File: config.mk
export PLATFORM = sky130hd
export DESIGN_NAME = dac_cmd_bank
export DESIGN_NICKNAME = d
export VERILOG_FILES = /design/src/rtl/dacb_pkg.sv /design/src/rtl/dacb_decode.sv /design/src/rtl/dacb_chan.sv /design/src/rtl/dacb_ref.sv /design/src/rtl/dacb_settle.sv /design/src/rtl/dac_cmd_bank.sv
export SDC_FILE = /design/constraint.sdc
export NUM_CORES = 1
export LEC_CHECK = 0
export BUFFER_PORTS_ARGS = -buffer_cell sky130_fd_sc_hd__buf_4
export CAP_MARGIN = 20
export CORE_AREA = 2 2 88 90
export DETAILED_ROUTE_END_ITERATION = 8
export DIE_AREA = 0 0 90 92
export PLACE_DENSITY = 0.67
export SYNTH_ARGS = -nofsm -noshare
export SYNTH_HDL_FRONTEND = slang
export SYNTH_HIERARCHICAL = 1
export SYNTH_SLANG_ARGS = --single-unit
File: constraint.sdc
create_clock -name clk -period 3.6 [get_ports clk]
set_clock_uncertainty 0.15 [all_clocks]
set_input_delay 0.18 -clock clk [delete_from_list [all_inputs] [get_ports clk]]
set_output_delay 0.18 -clock clk [all_outputs]
set_load 0.05 [all_outputs]
File: src/rtl/dacb_pkg.sv
package dacb_pkg;
   localparam logic [3:0] OP_WR        = 4'h0;
   localparam logic [3:0] OP_UPD       = 4'h1;
   localparam logic [3:0] OP_WR_UPDALL = 4'h2;
   localparam logic [3:0] OP_WR_UPD    = 4'h3;
   localparam logic [3:0] OP_PD        = 4'h4;
   localparam logic [3:0] OP_PD_CHIP   = 4'h5;
   localparam logic [3:0] OP_REF_INT   = 4'h6;
   localparam logic [3:0] OP_REF_EXT   = 4'h7;

   localparam int POR_ZERO    = 0;
   localparam int POR_MID_INT = 1;
   localparam int POR_MID_EXT = 2;
   localparam int POR_MID_OFF = 3;

   typedef struct packed {
      logic       wr;
      logic       upd_sel;
      logic       upd_all;
      logic       pd_sel;
      logic       pd_chip;
      logic       ref_int;
      logic       ref_ext;
      logic [1:0] sel;
   } act_t;
endpackage

File: src/rtl/dacb_decode.sv
module dacb_decode
   import dacb_pkg::*;
#(
   parameter int RES = 12
) (
   input  logic           valid,
   input  logic [23:0]    word,
   output act_t           act,
   output logic [RES-1:0] code
);
   logic [3:0] op;
   logic [3:0] addr;
   logic [1:0] sel;

   assign op   = word[23:20];
   assign addr = word[19:16];
   assign code = word[15 -: RES];
   assign sel  = {(addr == 4'h1) || (addr == 4'hF), (addr == 4'h0) || (addr == 4'hF)};

   generate
      if (RES < 16) begin : g_pad
         logic pad_unused;
         assign pad_unused = ^word[15-RES:0];
      end
   endgenerate

   always_comb begin
      act     = '0;
      act.sel = sel;
      if (valid && (sel != 2'b00)) begin
         case (op)
            OP_WR:        act.wr = 1'b1;
            OP_UPD:       act.upd_sel = 1'b1;
            OP_WR_UPDALL: begin act.wr = 1'b1; act.upd_all = 1'b1; end
            OP_WR_UPD:    begin act.wr = 1'b1; act.upd_sel = 1'b1; end
            OP_PD:        act.pd_sel = 1'b1;
            OP_PD_CHIP:   act.pd_chip = 1'b1;
            OP_REF_INT:   act.ref_int = 1'b1;
            OP_REF_EXT:   act.ref_ext = 1'b1;
            default:      ;
         endcase
      end
   end
endmodule

File: src/rtl/dacb_chan.sv
module dacb_chan
   import dacb_pkg::*;
#(
   parameter int RES      = 12,
   parameter int POR_MODE = POR_ZERO
) (
   input  logic           clk,
   input  logic           rst_n,
   input  logic           wr,
   input  logic           upd,
   input  logic           pd,
   input  logic [RES-1:0] data,
   output logic [RES-1:0] active,
   output logic           off
);
   localparam logic [RES-1:0] RST_CODE = (POR_MODE == POR_ZERO) ? '0 : {1'b1, {(RES-1){1'b0}}};
   localparam logic           RST_OFF  = (POR_MODE == POR_MID_OFF);

   logic [RES-1:0] stage_q;

   always_ff @(posedge clk) begin
      if (!rst_n) begin
         stage_q <= RST_CODE;
         active  <= RST_CODE;
         off     <= RST_OFF;
      end else begin
         if (wr) stage_q <= data;
         if (upd) begin
            active <= wr ? data : stage_q;
            off    <= 1'b0;
         end else if (pd) begin
            off <= 1'b1;
         end
      end
   end
endmodule

File: src/rtl/dacb_ref.sv
module dacb_ref
   import dacb_pkg::*;
#(
   parameter int POR_MODE = POR_ZERO
) (
   input  logic clk,
   input  logic rst_n,
   input  logic go_int,
   input  logic go_ext,
   input  logic chip_down,
   input  logic any_up,
   output logic ref_on,
   output logic ref_sel
);
   logic chip_off_q;

   always_ff @(posedge clk) begin
      if (!rst_n) begin
         ref_sel    <= (POR_MODE == POR_MID_EXT);
         chip_off_q <= 1'b0;
      end else if (go_int) begin
         ref_sel    <= 1'b0;
         chip_off_q <= 1'b0;
      end else if (go_ext) begin
         ref_sel <= 1'b1;
      end else if (chip_down) begin
         chip_off_q <= 1'b1;
      end else if (any_up) begin
         chip_off_q <= 1'b0;
      end
   end

   assign ref_on = !ref_sel && !chip_off_q;
endmodule

File: src/rtl/dacb_settle.sv
module dacb_settle #(
   parameter int CLK_MHZ  = 50,
   parameter int SHORT_US = 10,
   parameter int LONG_US  = 12
) (
   input  logic clk,
   input  logic rst_n,
   input  logic start,
   input  logic long_sel,
   output logic busy
);
   localparam int SHORT_N = SHORT_US * CLK_MHZ;
   localparam int LONG_N  = LONG_US * CLK_MHZ;
   localparam int CW      = $clog2(LONG_N + 1);

   logic [CW-1:0] cnt_q;
   logic [CW-1:0] load_val;

   generate
      if (SHORT_N == LONG_N) begin : g_single
         logic sel_unused;
         assign sel_unused = long_sel;
         assign load_val   = CW'(LONG_N);
      end else begin : g_dual
         assign load_val = long_sel ? CW'(LONG_N) : CW'(SHORT_N);
      end
   endgenerate

   always_ff @(posedge clk) begin
      if (!rst_n)          cnt_q <= '0;
      else if (start)      cnt_q <= load_val;
      else if (cnt_q != 0) cnt_q <= cnt_q - 1'b1;
   end

   assign busy = (cnt_q != '0);
endmodule

File: src/rtl/dac_cmd_bank.sv
module dac_cmd_bank
   import dacb_pkg::*;
#(
   parameter int RES      = 12,
   parameter int POR_MODE = POR_ZERO,
   parameter int CLK_MHZ  = 50,
   parameter int SHORT_US = 10,
   parameter int LONG_US  = 12
) (
   input  logic           clk,
   input  logic           rst_n,
   input  logic           cmd_valid,
   input  logic [23:0]    cmd_word,
   output logic [RES-1:0] code_a,
   output logic [RES-1:0] code_b,
   output logic [1:0]     chan_off,
   output logic           ref_on,
   output logic           ref_sel,
   output logic           settle_busy
);
   localparam int NCH = 2;

   generate
      if (RES < 2 || RES > 16) begin : g_bad_res
         $error("RES must lie in 2..16");
      end
      if (POR_MODE < POR_ZERO || POR_MODE > POR_MID_OFF) begin : g_bad_por
         $error("POR_MODE must lie in 0..3");
      end
      if (CLK_MHZ < 1 || SHORT_US < 1 || LONG_US < SHORT_US) begin : g_bad_time
         $error("settling parameters out of range");
      end
   endgenerate

   act_t           act;
   logic [RES-1:0] data;
   logic [NCH-1:0] upd_vec;
   logic [RES-1:0] code_q [NCH];

   dacb_decode #(.RES(RES)) u_dec (
      .valid (cmd_valid),
      .word  (cmd_word),
      .act   (act),
      .code  (data)
   );

   for (genvar i = 0; i < NCH; i++) begin : g_ch
      assign upd_vec[i] = (act.upd_sel & act.sel[i]) | act.upd_all;
      dacb_chan #(.RES(RES), .POR_MODE(POR_MODE)) u_chan (
         .clk    (clk),
         .rst_n  (rst_n),
         .wr     (act.wr & act.sel[i]),
         .upd    (upd_vec[i]),
         .pd     ((act.pd_sel & act.sel[i]) | act.pd_chip),
         .data   (data),
         .active (code_q[i]),
         .off    (chan_off[i])
      );
   end

   assign code_a = code_q[0];
   assign code_b = code_q[1];

   dacb_ref #(.POR_MODE(POR_MODE)) u_ref (
      .clk       (clk),
      .rst_n     (rst_n),
      .go_int    (act.ref_int),
      .go_ext    (act.ref_ext),
      .chip_down (act.pd_chip),
      .any_up    (|upd_vec),
      .ref_on    (ref_on),
      .ref_sel   (ref_sel)
   );

   dacb_settle #(.CLK_MHZ(CLK_MHZ), .SHORT_US(SHORT_US), .LONG_US(LONG_US)) u_settle (
      .clk      (clk),
      .rst_n    (rst_n),
      .start    (|(upd_vec & chan_off)),
      .long_sel ((&chan_off) & !ref_on),
      .busy     (settle_busy)
   );
endmodule

==> flow_summary.toml <==
[synth]
ys_seq_area_share_pct = 46.86
syn_area_per_cell_sq_um = 9.562
synth_top_area_share_pct = 46.86
synth_cells = 277
synth_area_leader_cell = "dfxtp_1"
synth_flop_cell = "dfxtp_1"
synth_most_common_cell = "dfxtp_1"
synth_seq_cells = 62
synth_common_cells = "62 x dfxtp_1, 31 x o21ai_0, 30 x a21oi_1, 26 x nor2b_1, 25 x mux2i_1"
synth.net_count = 305
ys_async_sr_fraction_pct = 0
ys_top_cells_by_area = "dfxtp_1 47%, mux2i_1 9.4%, nor2b_1 6.1%, o21ai_0 5.9%, a21oi_1 5.7%"
syn_area_sq_um = 2649
yosys_warnings = 6
yosys.cell_types.count = 43
synth-edff-count = 0

[pwr]
internal-power_mw = 1.194
p_clk_share_pct = 31.6
vdd_drop_max_v = 0.0002405
power.share.sequential_pct = 44.7
pwr-share-comb_pct = 23.6
switchingPower_uw = 524.5
power_leakage_nw = 1.231
power.total_mw = 1.719
swShare_pct = 30.52
p_per_area_nw_per_um2 = 524.3

[route]
dr.pass1.iters = 4
drt-vias-per-instance = 4.799
wirelength_microns = 5802
drc = 0
dr.first_iter.drc_count = 82
avgRoutedWirePerCell_microns = 13.40
dr_total_vias = 2078
antenna_left = 0

[final_layout]
drive_above_1_share_pct = 23.26
areaGrowthSynthToFinish_pct = 23.76
fin_area_sq_um = 3278
layout.nets = 354
n_antenna_cell = 0

[grt]
grt_max_degree = 59
antenna_found_initial = 0
gr-total-overflow = 0
grt_usage_pct = 15.24
first_global_vias = 2157
grt_pass1_wl_microns = 10070

[sta]
setup_tns_ns = 0
tightest_slew_ns = 0.7683
drv_slew = 0
hold_slack_ns = 0.004488
hold_violations = 0
fmax_mhz = 385.2
setup_viol = 0
rsz0062_at_grt = "no"
period_minus_slack_ns = 2.596
post-route-period-util_pct = 72.12
relSlewSlack_pct = 48.78

[cts]
cts_max_path_buffers = 2
root_buffer = "clkbuf_8"
cts_tree = "done"
cts_sinks = 62
cts_buffers = 9
htreeDepth = 3
worst_skew_pair.late_latency_ns = 0.34
post-cts-setup-buffers = 0
clk_pin_slew_ns = 0.07

[setup_path]
reg2reg_depth = 6
crit_type = "register to primary output"
ff2ff_setup_slack_ns = 1.42
start_kind = "register"
worst_setup_path_end_kind = "primary output"
worstPathRequired_ns = 3.27
rr_endpoint = "u_settle/cnt_q[1]$_SDFFE_PN0P_"
reg2reg_from = "u_settle/cnt_q[0]$_SDFFE_PN0P_"
cp.arrival_ns = 2.27
cp_max_fo = 6

[floorplanning]
initial_core_util_pct = 35.57
die_y_microns = 92
coreArea_sq_um = 7447
num_rows = 32
dieArea_sq_um = 8280
pin_count = 56
die_w_microns = 90

[placed_design]
gp_congestion = 0.7926
placed_cell_area_sq_um = 3000
dp.final_hpwl_microns = 3942
port_buffers = 51

[hold_path]
min_from = "cmd_word[4]"
holdPathStages = 3
hp-class = "input port to register"
min_to = "g_ch[0].u_chan/stage_q[0]$_SDFF_PN0_"

[flow_run]
drv_cap = 0

[outcome]
status = "finished, final reports clean"
==> timing repair <==
action	in CTS	in global routing
hold endpoints to repair	16	0
gates resized for setup	0	0
hold buffers	10	0
==> worst max path at each step <==
stage               slack [ns]                            from                               endpoint
floorplan                 1.36                    cmd_word[17]         u_settle/cnt_q[9]$_SDFFE_PN0P_
global placement          0.89                    cmd_word[17]         u_settle/cnt_q[5]$_SDFFE_PN0P_
detailed placement        0.85                    cmd_word[17]  g_ch[1].u_chan/active[0]$_SDFFE_PN0P_
CTS                       0.99  u_settle/cnt_q[0]$_SDFFE_PN0P_                            settle_busy
global route              0.84  u_settle/cnt_q[0]$_SDFFE_PN0P_                            settle_busy
finish                    1.00  u_settle/cnt_q[0]$_SDFFE_PN0P_                            settle_busy
==> metal layers <==
| metal | part of all wire, % | global-route usage [%] | wire, microns | vias up |
|---|---|---|---|---|
| met4 | 1.8 | 6.154 | 106 | 0 |
| met5 | 0 | 0 | 0 | - |
| met2 | 48 | 26.57 | 2811 | 54 |
| li1 | - | - | - | 1058 |
| met3 | 5.9 | 5.588 | 343 | 13 |
| met1 | 44 | 16.86 | 2541 | 953 |
==> power groups by stage <==
| stage | clock [mW] | sequential [mW] | combinational [mW] |
|---|---|---|---|
| 6_report | 0.543 | 0.769 | 0.406 |
| 5_1_grt | 0.589 | 0.779 | 0.447 |
| 3_3_place_gp | 0 | 0.782 | 0.390 |
| 4_1_cts | 0.561 | 0.769 | 0.410 |
| 3_5_place_dp | 0 | 0.785 | 0.400 |
| 2_1_floorplan | 0 | 0.783 | 0.314 |
==> kinds of logic after synthesis <==
family | Yosys count | share of synthesized area [%]
muxes | 25 | 9.447
DFF | 62 | 46.86
buffers and inverters | 32 | 7.274
xor gates and xnor gates | 4 | 1.323
and+or+nand+nor | 71 | 16.58
adders and majority gates | 1 | 0.4723
AOI/OAI and AO/OA | 82 | 18.04
==> worst max-delay path, cell delays in order (launching register included) <==
cell     delay (ns)
dfxtp_1        0.31
inv_1          0.08
ha_1           0.23
or4b_4         0.53
nor4_4         0.47
inv_2          0.09
buf_4          0.20
==> final cells by class <==
| class | instances | area (sq um) |
|---|---|---|
| Fill cell | 768 | 4169 |
| Sequential cell | 62 | 1241 |
| Multi-Input combinational cell | 183 | 1215 |
| Timing Repair Buffer | 61 | 483.0 |
| Clock buffer | 12 | 145.1 |
| Tap cell | 102 | 127.6 |
| Inverter | 9 | 33.78 |
| Clock inverter | 4 | 32.53 |
==> state kept, by name (all words and copies together), names as in the netlist <==
register and cells:
u_settle/cnt_q 10, u_ref/ref_sel 1, u_ref/chip_off_q 1, g_ch.u_chan/off 2, g_ch.u_chan/stage_q 24, g_ch.u_chan/active 24
==> through the flow <==
stage | setup slack (ns) | instances | utilization, %
final | 1.004 | 433 | 44.02
after global routing | 0.8370 | 433 | 44.02
after CTS | 0.9887 | 433 | 44.02
after detailed placement | 0.8492 | 407 | 40.29
after global placement | 0.8884 | 407 | 40.29
after floorplan | 1.360 | 277 | -
==> cells in the final DEF, fill, tap and decap left out, drive strengths merged, types with 2 or more instances in the layout <==
cell type and instances:
and2 2, dfxtp 62, mux2i 25, xnor2 3, nor2 11, buf 51, nor3b 2, clkinv 2
o31ai 2, clkinvlp 2, a21boi 2, nor3 4, inv 9, nand2 7, or3 3, a21oi 30
o21ai 32, clkbuf 12, a2111oi 5, dlygate4sd3 10, nor2b 26, a21o 4, or2 3, a211oi 3
nand2b 5, a31oi 2, or4 3
No activity file was read; power rests on OpenSTA's default activity.
